==> config.mk <==
export PLATFORM = sky130hd
export DESIGN_NAME = bank_mapper
export DESIGN_NICKNAME = d
export VERILOG_FILES = /design/src/rtl/bank_map_pkg.sv /design/src/rtl/iowr_edge_fsm.sv /design/src/rtl/port_match.sv /design/src/rtl/bank_latch.sv /design/src/rtl/addr_xlate.sv /design/src/rtl/bank_mapper.sv
export SDC_FILE = /design/constraint.sdc
export NUM_CORES = 1
export LEC_CHECK = 0
export ABC_AREA = 1
export BUFFER_PORTS_ARGS = -buffer_cell sky130_fd_sc_hd__buf_2
export CORE_UTILIZATION = 33
export CTS_CLUSTER_DIAMETER = 150
export DETAILED_ROUTE_END_ITERATION = 10
export PLACE_DENSITY = 0.76
export SLEW_MARGIN = 20
export SYNTH_ARGS = -nofsm -noshare
export SYNTH_HDL_FRONTEND = slang
export SYNTH_HIERARCHICAL = 1
export SYNTH_SLANG_ARGS = --single-unit
==> constraint.sdc <==
create_clock -name clk -period 1.4 [get_ports clk]
set_input_delay 0.42 -clock clk [delete_from_list [all_inputs] [get_ports clk]]
set_output_delay 0.42 -clock clk [all_outputs]
set_load 0.02 [all_outputs]
==> src/rtl/bank_map_pkg.sv <==
package bank_map_pkg;

    // States of the I/O write strobe edge detector
    typedef enum logic [1:0] {
        ST_IDLE = 2'd0,
        ST_LOAD = 2'd1,
        ST_HOLD = 2'd2
    } wr_state_e;

endpackage

==> src/rtl/iowr_edge_fsm.sv <==
module iowr_edge_fsm
    import bank_map_pkg::*;
#(
    parameter int SYNC_STAGES = 2
) (
    input  logic clk,
    input  logic rst_n,
    input  logic strobe_async,
    output logic load_pulse
);

    logic [SYNC_STAGES-1:0] sync_q;
    logic                   strobe_s;
    wr_state_e              state_q;
    wr_state_e              state_d;

    generate
        if (SYNC_STAGES == 1) begin : g_sync_one
            always_ff @(posedge clk or negedge rst_n) begin
                if (!rst_n) sync_q <= '0;
                else        sync_q <= strobe_async;
            end
        end else begin : g_sync_chain
            always_ff @(posedge clk or negedge rst_n) begin
                if (!rst_n) sync_q <= '0;
                else        sync_q <= {sync_q[SYNC_STAGES-2:0], strobe_async};
            end
        end
    endgenerate

    assign strobe_s = sync_q[SYNC_STAGES-1];

    // State register
    always_ff @(posedge clk or negedge rst_n) begin
        if (!rst_n) state_q <= ST_IDLE;
        else        state_q <= state_d;
    end

    // Next state
    always_comb begin
        state_d = state_q;
        unique case (state_q)
            ST_IDLE: if (strobe_s) state_d = ST_LOAD;
            ST_LOAD: state_d = strobe_s ? ST_HOLD : ST_IDLE;
            ST_HOLD: if (!strobe_s) state_d = ST_IDLE;
            default: state_d = ST_IDLE;
        endcase
    end

    // Outputs
    always_comb begin
        load_pulse = 1'b0;
        unique case (state_q)
            ST_LOAD: load_pulse = 1'b1;
            ST_IDLE,
            ST_HOLD: load_pulse = 1'b0;
            default: load_pulse = 1'b0;
        endcase
    end

    // a single load pulse per strobe, never two cycles in a row
    p_single_pulse_r8: assert property (@(posedge clk) disable iff (!rst_n)
        load_pulse |=> !load_pulse)
        else $error("load pulse longer than one cycle");

    // once loaded, no new pulse while the strobe is still held
    p_no_repulse_r8: assert property (@(posedge clk) disable iff (!rst_n)
        (state_q == ST_HOLD) |-> !load_pulse)
        else $error("pulse issued while strobe held");

endmodule

==> src/rtl/port_match.sv <==
module port_match #(
    parameter int          IO_AW      = 8,
    parameter logic [7:0]  PORT_MASK  = 8'hF0,
    parameter logic [7:0]  PORT_MATCH = 8'h70
) (
    input  logic [IO_AW-1:0] io_addr,
    output logic             hit
);

    localparam logic [IO_AW-1:0] MASK_W  = IO_AW'(PORT_MASK);
    localparam logic [IO_AW-1:0] MATCH_W = IO_AW'(PORT_MATCH);

    assign hit = ((io_addr & MASK_W) == MATCH_W);

endmodule

==> src/rtl/bank_latch.sv <==
module bank_latch #(
    parameter int BANK_W = 4,
    parameter int HALVES = 2
) (
    input  logic                     clk,
    input  logic                     rst_n,
    input  logic                     ld,
    input  logic [HALVES*BANK_W-1:0] d,
    output logic [HALVES*BANK_W-1:0] q
);

    // One nibble per half, deliberately without reset
    for (genvar h = 0; h < HALVES; h++) begin : g_half
        always_ff @(posedge clk) begin
            if (ld) q[h*BANK_W +: BANK_W] <= d[h*BANK_W +: BANK_W];
        end
    end

    // the register holds its value unless a load is issued
    p_hold_no_load_r5: assert property (@(posedge clk) disable iff (!rst_n)
        (!ld && !$isunknown(q)) |=> $stable(q))
        else $error("bank register changed without a load");

endmodule

==> src/rtl/addr_xlate.sv <==
module addr_xlate #(
    parameter int CPU_AW = 16,
    parameter int BANK_W = 4
) (
    input  logic [CPU_AW-1:0]          cpu_addr,
    input  logic [2*BANK_W-1:0]        bank_q,
    input  logic                       mreq_n,
    input  logic                       mem_rd_n,
    input  logic                       mem_wr_n,
    output logic [CPU_AW-2+BANK_W:0]   ram_addr,
    output logic                       ram_ce_n,
    output logic                       ram_oe_n,
    output logic                       ram_we_n
);

    localparam int OFS_W = CPU_AW - 1;

    logic [BANK_W-1:0] bank_sel;

    always_comb begin
        if (cpu_addr[CPU_AW-1]) bank_sel = bank_q[2*BANK_W-1:BANK_W];
        else                    bank_sel = bank_q[BANK_W-1:0];
        ram_addr = {bank_sel, cpu_addr[OFS_W-1:0]};
    end

    always_comb begin
        ram_ce_n = mreq_n;
        ram_oe_n = mreq_n | mem_rd_n;
        ram_we_n = mreq_n | mem_wr_n;
    end

endmodule

==> src/rtl/bank_mapper.sv <==
module bank_mapper #(
    parameter int         CPU_AW      = 16,
    parameter int         BANK_W      = 4,
    parameter int         IO_AW       = 8,
    parameter logic [7:0] PORT_MASK   = 8'hF0,
    parameter logic [7:0] PORT_MATCH  = 8'h70,
    parameter int         SYNC_STAGES = 2
) (
    input  logic                          clk,
    input  logic                          rst_n,
    input  logic                          iorq_n,
    input  logic                          io_wr_n,
    input  logic [IO_AW-1:0]              io_addr,
    input  logic [2*BANK_W-1:0]           io_data,
    input  logic                          mreq_n,
    input  logic                          mem_rd_n,
    input  logic                          mem_wr_n,
    input  logic [CPU_AW-1:0]             cpu_addr,
    output logic [CPU_AW-2+BANK_W:0]      ram_addr,
    output logic                          ram_ce_n,
    output logic                          ram_oe_n,
    output logic                          ram_we_n
);

    localparam int REG_W = 2 * BANK_W;
    localparam int OFS_W = CPU_AW - 1;

    logic             strobe_async;
    logic             load_pulse;
    logic             port_hit;
    logic             bank_ld;
    logic [REG_W-1:0] bank_q;

    assign strobe_async = ~iorq_n & ~io_wr_n;

    iowr_edge_fsm #(
        .SYNC_STAGES (SYNC_STAGES)
    ) u_edge (
        .clk          (clk),
        .rst_n        (rst_n),
        .strobe_async (strobe_async),
        .load_pulse   (load_pulse)
    );

    port_match #(
        .IO_AW      (IO_AW),
        .PORT_MASK  (PORT_MASK),
        .PORT_MATCH (PORT_MATCH)
    ) u_match (
        .io_addr (io_addr),
        .hit     (port_hit)
    );

    assign bank_ld = load_pulse & port_hit;

    bank_latch #(
        .BANK_W (BANK_W),
        .HALVES (2)
    ) u_latch (
        .clk   (clk),
        .rst_n (rst_n),
        .ld    (bank_ld),
        .d     (io_data),
        .q     (bank_q)
    );

    addr_xlate #(
        .CPU_AW (CPU_AW),
        .BANK_W (BANK_W)
    ) u_xlate (
        .cpu_addr (cpu_addr),
        .bank_q   (bank_q),
        .mreq_n   (mreq_n),
        .mem_rd_n (mem_rd_n),
        .mem_wr_n (mem_wr_n),
        .ram_addr (ram_addr),
        .ram_ce_n (ram_ce_n),
        .ram_oe_n (ram_oe_n),
        .ram_we_n (ram_we_n)
    );

    // offset bits pass through unchanged
    p_offset_pass_r1: assert property (@(posedge clk) disable iff (!rst_n)
        ram_addr[OFS_W-1:0] == cpu_addr[OFS_W-1:0])
        else $error("offset bits altered");

    // the lower half takes its bank from the low nibble
    p_low_half_r2: assert property (@(posedge clk) disable iff (!rst_n)
        (!cpu_addr[CPU_AW-1] && !$isunknown(bank_q))
            |-> ram_addr[OFS_W+BANK_W-1:OFS_W] == bank_q[BANK_W-1:0])
        else $error("lower half bank wrong");

    // the upper half takes its bank from the high nibble
    p_high_half_r3: assert property (@(posedge clk) disable iff (!rst_n)
        (cpu_addr[CPU_AW-1] && !$isunknown(bank_q))
            |-> ram_addr[OFS_W+BANK_W-1:OFS_W] == bank_q[REG_W-1:BANK_W])
        else $error("upper half bank wrong");

    // no RAM strobe without a memory request
    p_idle_ram_r9: assert property (@(posedge clk) disable iff (!rst_n)
        mreq_n |-> (ram_ce_n && ram_oe_n && ram_we_n))
        else $error("RAM strobe without memory request");

    // a change of the register follows a load at a matching port
    p_change_needs_hit_r5: assert property (@(posedge clk) disable iff (!rst_n)
        (!$isunknown($past(bank_q)) && !$stable(bank_q))
            |-> ($past(load_pulse) && $past(port_hit)))
        else $error("bank register changed without a matching write");

endmodule

---- Word level (Yosys, flattened, before mapping) ----
Index checks and enable logic that the tools add are counted.
word-level totals
  input bits .............................. 39
  output and inout bits ................... 22
  word-level logic and storage cells ...... 23
  flip-flop bits (word level) ............. 12
cells by class
  bitwise gates (word level) .............. 6
  eq/ne operators ......................... 5
  multiplexer cells ....................... 6
  reductions and logical operators ........ 2
operator list
  kind                                           number
  two-way mux 2 bit                              3
  one-hot mux 2 bit (3 select lines)             1
  == test 4 x 3 -> 1 bit, second input constant  1
  two-way mux 4 bit                              1
  AND 1 bit                                      2
  == test 2 x 1 -> 1 bit, second input constant  1
  == test 2 bit, second input constant           1
  logical NOT 2 bit                              1
  != test 2 x 1 -> 1 bit, second input constant  1
  != test 2 bit, second input constant           1
  inverter 1 bit                                 2
  bitwise OR 1 bit                               2
  AND reduction 2 bit                            1
  two-way mux 1 bit                              1

---- Longest topological paths before layout ----
Gate-level depths: netlist of run 1.
  depth in word-level cells ............... 3
  depth in mapped cells ................... 5

---- Cells and area by module ----
The synthesis of run 1 kept the hierarchy.
by module, submodules not included
  module         seq. area each (µm²)  cells each  times used  area an instance (µm²)
  bank_latch     240.2                 8           1           240.2
  addr_xlate     0.0                   31          1           181.4
  iowr_edge_fsm  100.1                 11          1           137.6
  port_match     0.0                   4           1           17.5
  bank_mapper    0.0                   3           1           11.3

---- Worst setup path before layout of run 1 ----
No wires, ideal clock.
  path kind ............................... input -> output
  start point ............................. input port mem_rd_n
  end point ............................... output port ram_oe_n
  stages on the path ...................... 1
  buffers on the path ..................... 0
  data required time ...................... 980 ps
  setup slack ............................. 223 ps
  arrival ................................. 757 ps
  cell sequence ........................... or2_2
on the way
  word-level cells in the longest chain between the ends .. 1
ends and longest elaborated chain
  what              RTL line           source
  start, declared   bank_mapper.sv:16  input logic mem_rd_n,
  bitwise OR 1 bit  addr_xlate.sv:28   ram_oe_n = mreq_n | mem_rd_n;
  end, declared     bank_mapper.sv:21  output logic ram_oe_n,
Every way passes these cells.

---- Final worst setup path of run 1 ----
Same ends and word-level chain as after synthesis.

==> results of run 1 <==
-- worst register-to-register path: cells and delay by family (launching register included) --
| family | cells | cell delay (ns) |
|---|---|---|
| flip-flops | 1 | 0.42 |
| buffers and inverters | 1 | 0.22 |
| AND/OR/NAND/NOR | 2 | 0.16 |
-- layout by cell type, fill, tap and decap left out --
| cell type | n |
|---|---|
| clkbuf_4 | 3 |
| nor2_2 | 1 |
| dlygate4sd3_1 | 1 |
| nand3_1 | 2 |
| buf_2 | 26 |
| clkinv_1 | 1 |
| or2_1 | 1 |
| nand2_1 | 16 |
| nor3b_2 | 1 |
| edfxtp_1 | 8 |
| nor2_1 | 2 |
| inv_2 | 1 |
| or2_2 | 1 |
| inv_1 | 4 |
| dfrtp_1 | 4 |
-- kinds of logic (layout without fill, tap and decap cells) --
logic type / count (synthesis) / after routing / synth area share
buf+inv: 21 / 36 / 0.2362
flops: 12 / 12 / 0.5787
simple gates: 24 / 24 / 0.1851
-- area by class of cell --
type	count	area (sq um)	share of cell area
Timing Repair Buffer	27	140.1	0.2141
Sequential cell	12	340.3	0.5201
Clock inverter	1	3.754	0.005736
Tap cell	16	20.02	0.03059
Multi-Input combinational cell	24	108.9	0.1663
Inverter	5	18.77	0.02868
Clock buffer	3	22.52	0.03442
-- repair_timing --
| item | in CTS | in global routing |
|---|---|---|
| hold buffers | 1 | 0 |
| endpoints found under the hold margin | 4 | 0 |
| buffers inserted | 0 | 0 |
-- power breakdown --
| part | switching, mW | total (mW) | internal [mW] |
|---|---|---|---|
| clock | 0.102 | 0.205 | 0.103 |
| sequential | 0.00449 | 0.390 | 0.386 |
| combinational | 0.0359 | 0.0706 | 0.0347 |
-- state kept, by name, summed over array words and instances, names as in the netlist --
register / flops
u_edge/state_q: 2
u_edge/sync_q: 2
u_latch/q: 8
-- through the flow --
stage	std cells	setup WS, ns	hold WS [ns]	util	instance area, sq um
2_1_floorplan	57	0.2226	0.1244	-	588.1
4_1_cts	88	0.02533	0.2880	0.4151	654.4
6_report	88	0.02825	0.2917	0.4151	654.4
3_3_place_gp	83	0.03384	0.2250	0.3921	618.1
3_5_place_dp	83	0.02578	0.2249	0.3921	618.1
5_1_grt	88	0.01412	0.2740	0.4151	654.4
-- path summary, 6_finish.rpt --
kind	from	to	slack, ns	cells past startpoint
worst min register to register	u_edge/sync_q[0]$_DFF_PN0_	u_edge/sync_q[1]$_DFF_PN0_	0.35	0
worst max-delay path	mem_rd_n	ram_oe_n	0.03	3
min in group asynchronous	rst_n	u_edge/state_q[1]$_DFFE_PN0P_	0.48	2
max in group asynchronous	rst_n	u_edge/state_q[0]$_DFFE_PN0P_	0.81	2
worst min-delay path	iorq_n	u_edge/sync_q[0]$_DFF_PN0_	0.29	2
worst max register to register	u_edge/state_q[1]$_DFFE_PN0P_	u_latch/q[2]$_DFFE_PP_	0.28	3
-- metal layers --
layer  part of all wire  vias up
li1                   -      194
met1               0.28      161
met2               0.55       31
met3               0.14        4
met4              0.029        0
met5                  0        -
==> results_dict.tcl, run 1 <==
set metrics [dict create \
    grt_pass1_vias 368 \
    grt.overflow.total 0 \
    fillCellCount 156 \
    synth_seq_cells 12 \
    path_common_cell "buf_2" \
    crit_chain "buf_2 > or2_2 > buf_2" \
    antenna_found_initial 0 \
    fin_skew_ns 0.0005771 \
    vias 390 \
    rsz0062_at_grt "no" \
    timing.final.crit_period_ns 1.372 \
    run_status "finished, violations left" \
    synth-edff-count 8 \
    numCtsBuffers 3 \
    power_density_mw_per_mm2 1018 \
    p_leak_nw 0.3326 \
    slowest_stage "or2_2" \
    grt_use_met2 0.2206 \
    worst_slew_pin_slew_ns 0.2807 \
    timing.final.crit_share 0.9798 \
    cts.clk_slew.worst_paths_ns 0.07 \
    maxSlewHeadroom 0.8127 \
    path_buf_inv 2 \
    startpoint_type "input pin" \
    wl_microns 980 \
    grt_pass1_wl_microns 1469 \
    initialDrtViolationCount 11 \
    io_buffers 26 \
    ys_top_cells_by_count "buf_4, nand2_1, edfxtp_1" \
    use_met3 0.02857 \
    cts_tree "built" \
    wl_per_cell_microns 11.14 \
    hp-class "in -> reg" \
    htreeDepth 1 \
    arrival_ns 0.95 \
    maxSlewViolCount 0 \
    cp-end-kind "output port" \
    crit_type "in -> out" \
    yosys.area.top_type_share 0.4085 \
    path_delay_family "simple AND/OR/NAND/NOR gates" \
    total_power_mw 0.6661 \
    cts_buffer_depth 2 \
    die-area_sq_mm 0.001955 \
    fp.dieH_microns 44.22 \
    irDropWorstVdd_uv 404.8 \
    synth_cells 57 \
    ys.flop_type "edfxtp_1" \
    worstSkewPairLatency_ns 0.26 \
    die_w_microns 44.22 \
    drive_above_1_share 0.4583 \
    yosys.area.top_type "edfxtp_1" \
    synthTopCellsByArea "edfxtp_1, buf_4, dfrtp_1" \
    async_flop_share 0.3333 \
    dp_hpwl_microns 845.3 \
    grt_use_total 0.1089 \
    cp_max_fo 1 \
    violations "DRC" \
    ant_nets 0 \
    syn_area_sq_um 588.1 \
    grt_max_degree 9 \
    n_antenna_cell 0 \
    viasPerCell 4.432 \
    coreArea_sq_mm 0.001577 \
    start_util 0.3730 \
    yosys.cell_types.count 12 \
    cpPeakStageDelay_ns 0.28 \
    drt-pass1-iter-count 8 \
    ys_seq_area_frac 0.5787 \
    final_nets 112 \
    grt-busiest-layer "met2" \
    maxCapViolCount 0 \
    synth_warnings 6 \
    synth_nets 96 \
    tns_ns 0 \
    io_pins 61 \
    required_ns 0.98 \
    grtUsageMet1 0.07874 \
    drc 8 \
    cts_root_buf "clkbuf_4" \
    syn2layout_area_growth_pct 11.28 \
    gp_congestion 0.6268 \
    max_freq_mhz 729.0 \
    syn_area_per_cell_sq_um 10.32 \
    cts_resized 0 \
    rows 14 \
    setup_viol 0 \
    cts_num_sinks 12 \
    hold_viol 0 \
]
(Power assumes the default switching activity.)
==> run 2, diff against run 1 <==
REMOVE_ABC_BUFFERS = 1   (was unset)
==> results_dict.tcl, run 2 (synthesis gave the netlist of run 1 again) <==
set metrics [dict create \
    grt_use_total 0.1209 \
    tns_ns 0 \
    hp-class "in -> reg" \
    path_common_cell "buf_2" \
    grt_pass1_wl_microns 1545 \
    htreeDepth 1 \
    dp_hpwl_microns 865 \
    start_util 0.3730 \
    syn2layout_area_growth_pct 11.28 \
    slowest_stage "or2_2" \
    regMostFlops "u_latch/q" \
    maxSlewHeadroom 0.8224 \
    drive_above_1_share 0.4583 \
    crit_chain "buf_2 > or2_2 > buf_2" \
    p_leak_nw 0.3322 \
    cpPeakStageDelay_ns 0.28 \
    setup_viol 0 \
    crit_type "in -> out" \
    vias 393 \
    drt-pass1-iter-count 6 \
    final_common_cell "buf_2" \
    cp_max_fo 1 \
    maxSlewViolCount 0 \
    grt_pass1_vias 396 \
    timing.final.crit_period_ns 1.371 \
    antenna_found_initial 0 \
    hold_viol 0 \
    utilization 0.4151 \
    worst_slew_pin_slew_ns 0.2661 \
    n_antenna_cell 0 \
    fp.dieH_microns 44.22 \
    initialDrtViolationCount 7 \
    gp_congestion 0.6630 \
    max_freq_mhz 729.4 \
    cts_buffer_depth 2 \
    whs_ns 0.2960 \
    io_buffers 26 \
    fillCellCount 172 \
    cp-end-kind "output port" \
    die-area_sq_mm 0.001955 \
    startpoint_type "input pin" \
    required_ns 0.98 \
    die_w_microns 44.22 \
    ant_nets 0 \
    cts_resized 0 \
    rows 14 \
    numCtsBuffers 3 \
    cts_tree "built" \
    largest_reg_flops 8 \
    coreArea_sq_mm 0.001577 \
    rsz0062_at_grt "no" \
    wl_microns 1045 \
    cts.clk_slew.worst_paths_ns 0.06 \
    cts_num_sinks 12 \
    power_density_mw_per_mm2 1022 \
    fin_skew_ns 0.008121 \
    grt.overflow.total 0 \
    run_status "finished, final reports clean" \
    reg_top3 "u_latch/q x8, u_edge/state_q x2, u_edge/sync_q x2" \
    irDropWorstVdd_uv 525.1 \
    viasPerCell 4.466 \
    drc 0 \
    final_nets 112 \
    wl_per_cell_microns 11.88 \
    maxCapViolCount 0 \
    cts_root_buf "clkbuf_4" \
    final_cell_mix "buf_2, nand2_1, edfxtp_1" \
    grt_max_degree 9 \
    timing.final.crit_share 0.9793 \
    worstSkewPairLatency_ns 0.26 \
    io_pins 61 \
    arrival_ns 0.95 \
]
## run 2: changes by cell type in the layout (fill, tap and decap cells not counted)
| cell | before | now |
|---|---|---|
| clkbuf_1 | 0 | 1 |
| clkinv_1 | 1 | 0 |
## run 2: final cells by class
class,instances,area (sq um),share of cell area
Tap cell,16,20.02,0.03059
Clock buffer,4,26.28,0.04015
Inverter,5,18.77,0.02868
Multi-Input combinational cell,24,108.9,0.1663
Sequential cell,12,340.3,0.5201
Timing Repair Buffer,27,140.1,0.2141
## run 2: final timing paths
path	from	depth (start not counted)	slack, ns	to
min reg2reg	u_edge/sync_q[0]$_DFF_PN0_	0	0.36	u_edge/sync_q[1]$_DFF_PN0_
min	iorq_n	2	0.30	u_edge/sync_q[0]$_DFF_PN0_
max	mem_rd_n	3	0.03	ram_oe_n
max reg2reg	u_edge/state_q[0]$_DFFE_PN0P_	4	0.28	u_latch/q[0]$_DFFE_PP_
max in group asynchronous	rst_n	2	0.79	u_edge/sync_q[1]$_DFF_PN0_
min in group asynchronous	rst_n	2	0.48	u_edge/state_q[0]$_DFFE_PN0P_
## run 2: stage by stage
step | setup WS, ns | total power [mW] | instances | area (sq um)
floorplan | 0.2226 | 0.4244 | 41 | 467.9
global placement | 0.03775 | 0.4646 | 83 | 618.1
detailed placement | 0.01867 | 0.4666 | 83 | 618.1
CTS | 0.02017 | 0.6801 | 88 | 654.4
global route | 0.007664 | 0.7091 | 88 | 654.4
finish | 0.02904 | 0.6689 | 88 | 654.4
## run 2: per-layer routing
metal	track usage	vias up	part of all wire
li1	-	191	-
met1	0.08399	151	0.32
met2	0.1500	49	0.41
met3	0.1714	2	0.26
met4	0.07273	0	0.014
met5	0.1143	-	0
## run 2: critical path: cells and delay by family
family	cells	cell delay, ns
AND/OR/NAND/NOR	1	0.28
buffers and inverters	2	0.25
## run 2: where the power goes
part	internal [mW]	switching [mW]
clock network	0.110	0.0986
logic	0.0347	0.0351
registers	0.386	0.00450
total	0.531	0.138
## run 2: what timing repair did
action	4_1_cts	5_1_grt
endpoints found under the hold margin	4	0
hold buffers	1	0
setup buffers	0	0
==> run 3, diff against run 2 <==
CAP_MARGIN = 25   (was unset)
PLACE_DENSITY = 0.77   (was 0.76)
SYNTH_HIERARCHICAL = unset   (was 1)
==> results_dict.tcl, run 3 <==
set metrics [dict create \
    synthXorXnorAreaFrac 0 \
    fillCellCount 163 \
    total_power_mw 0.6750 \
    ys.flop_type "edfxtp_1" \
    hold_viol 0 \
    ant_nets 0 \
    synthTopCellsByArea "edfxtp_1, buf_4, dfrtp_1" \
    async_flop_share 0.3333 \
    drc 3 \
    final_common_cell "buf_2" \
    initialDrtViolationCount 4 \
    synth_cells 56 \
    htreeDepth 1 \
    regArea_sq_um 340.3 \
    gp_congestion 0.6242 \
    synth_compound_area_frac 0.04320 \
    yosys.area.top_type_share 0.4147 \
    fin_skew_ns 0.01100 \
    regMostFlops "u_latch.q" \
    dp_hpwl_microns 859.5 \
    coreArea_sq_mm 0.001577 \
    cts_num_sinks 12 \
    synth_warnings 0 \
    synth_simple_gate_area_frac 0.1037 \
    ys_top_cells_by_count "buf_4, inv_1, edfxtp_1" \
    grt_use_total 0.1266 \
    hp-class "in -> reg" \
    ys_seq_area_frac 0.5875 \
    cts_root_buf "clkbuf_4" \
    wl_microns 1097 \
    yosys.area.top_type "edfxtp_1" \
    cp-end-kind "output port" \
    required_ns 0.98 \
    cts.clk_slew.worst_paths_ns 0.06 \
    wl_per_cell_microns 12.47 \
    vias 411 \
    post_dp_cell_area_sq_um 616.8 \
    whs_ns 0.2923 \
    final_cell_mix "buf_2, inv_1, edfxtp_1" \
    cts_buffer_depth 2 \
    viasPerCell 4.670 \
    run_status "finished, violations left" \
    final_nets 112 \
    yosys.cell_types.count 12 \
    yosysMostFrequentCell "buf_4" \
    maxCapViolCount 0 \
    grt.overflow.total 0 \
    drt-pass1-iter-count 6 \
    max_freq_mhz 733.2 \
    n_antenna_cell 0 \
    start_util 0.3675 \
    cts_setup_buffers 0 \
    worstSkewPairLatency_ns 0.28 \
    irDropWorstVdd_uv 522.5 \
    io_pins 61 \
    timing.final.crit_period_ns 1.364 \
    violations "DRC" \
    cts_tree "built" \
    finalInstanceArea_sq_um 653.1 \
    cp_max_fo 1 \
    arrival_ns 0.94 \
    fp.dieH_microns 43.90 \
    syn_area_sq_um 579.3 \
    rsz0062_at_grt "yes" \
    crit_type "in -> out" \
    synth_seq_cells 12 \
    multi_input_area_sq_um 85.08 \
    synth_adder_area_share 0 \
    grt_max_degree 9 \
    syn_area_per_cell_sq_um 10.34 \
    numCtsBuffers 3 \
    grt_pass1_vias 370 \
    dp.cells 83 \
    p_leak_nw 0.3226 \
    worst_slew_pin_slew_ns 0.1491 \
    final_cells 88 \
    synth_top_family_by_area "buffers and inverters" \
    grt_pass1_wl_microns 1587 \
    setup_viol 0 \
    tns_ns 0 \
    synth-edff-count 8 \
    reg_top3 "u_latch.q x8, u_edge.state_q x2, u_edge.sync_q x2" \
    syn2layout_area_growth_pct 12.74 \
    drive_above_1_share 0.4306 \
    rows 14 \
    die_w_microns 43.90 \
    maxSlewViolCount 0 \
    power_density_mw_per_mm2 1033 \
    maxSlewHeadroom 0.8999 \
    timing.final.crit_share 0.9742 \
    largest_reg_flops 8 \
    io_buffers 26 \
    startpoint_type "input pin" \
    die-area_sq_mm 0.001927 \
    antenna_found_initial 0 \
    synth.area.mux_share 0 \
    ff2ff_setup_slack_ns 0.33 \
]
run 3: final timing paths:
check	start	endpoint	cells after the start
max in group asynchronous	rst_n	u_edge.sync_q[0]$_DFF_PN0_	2
min in group asynchronous	rst_n	u_edge.state_q[0]$_DFFE_PN0P_	2
hold / removal	iorq_n	u_edge.sync_q[0]$_DFF_PN0_	2
setup / recovery	mem_rd_n	ram_oe_n	3
hold reg to reg	u_edge.sync_q[0]$_DFF_PN0_	u_edge.sync_q[1]$_DFF_PN0_	0
setup reg to reg	u_edge.state_q[1]$_DFFE_PN0P_	u_latch.q[4]$_DFFE_PP_	4
run 3: stage by stage:
| stage | setup WS [ns] | utilization |
|---|---|---|
| detailed placement | 0.03491 | 0.3913 |
| global route | -0.02196 | 0.4143 |
| CTS | 0.01135 | 0.4143 |
| floorplan | 0.07399 | - |
| finish | 0.03605 | 0.4143 |
| global placement | 0.03610 | 0.3913 |
run 3: metal layers:
metal / wire, microns / vias to the layer above / global-route usage / share of wire
li1: - / 193 / - / -
met1: 356 / 168 / 0.1085 / 0.32
met2: 446 / 46 / 0.1612 / 0.41
met3: 276 / 4 / 0.1625 / 0.25
met4: 17 / 0 / 0.07273 / 0.015
met5: 0 / - / 0 / 0
run 3: cell families (layout without fill, tap and decap cells):
| group | after synthesis | count (layout) |
|---|---|---|
| flip-flops | 12 | 12 |
| AND/OR/NAND/NOR | 14 | 14 |
| buffers and inverters | 25 | 41 |
| AO/OA/AOI/OAI | 5 | 5 |
run 3: critical path: stages:
cell,delay [ns]
buf_2,0.09
or2_2,0.27
buf_2,0.16
run 3: timing repair:
item                       in CTS  in global routing
resized for setup               0                  2
hold buffers                    1                  0
setup endpoints to repair       0                  4
hold endpoints to repair        4                  0
run 3: area by class of cell:
type	count	share of cell area
sequential	12	0.5211
timing repair buffer	28	0.2261
multi-input combinational	19	0.1303
inverter	9	0.05172
clock buffer	4	0.04023
tap	16	0.03065
run 3: where the power goes:
part	leakage, nW	switching [mW]	internal [mW]	total [mW]
Combinational	0.183	0.0342	0.0337	0.0679
Clock	0.0150	0.108	0.110	0.218
Sequential	0.125	0.00330	0.386	0.389
Total	0.323	0.145	0.530	0.675
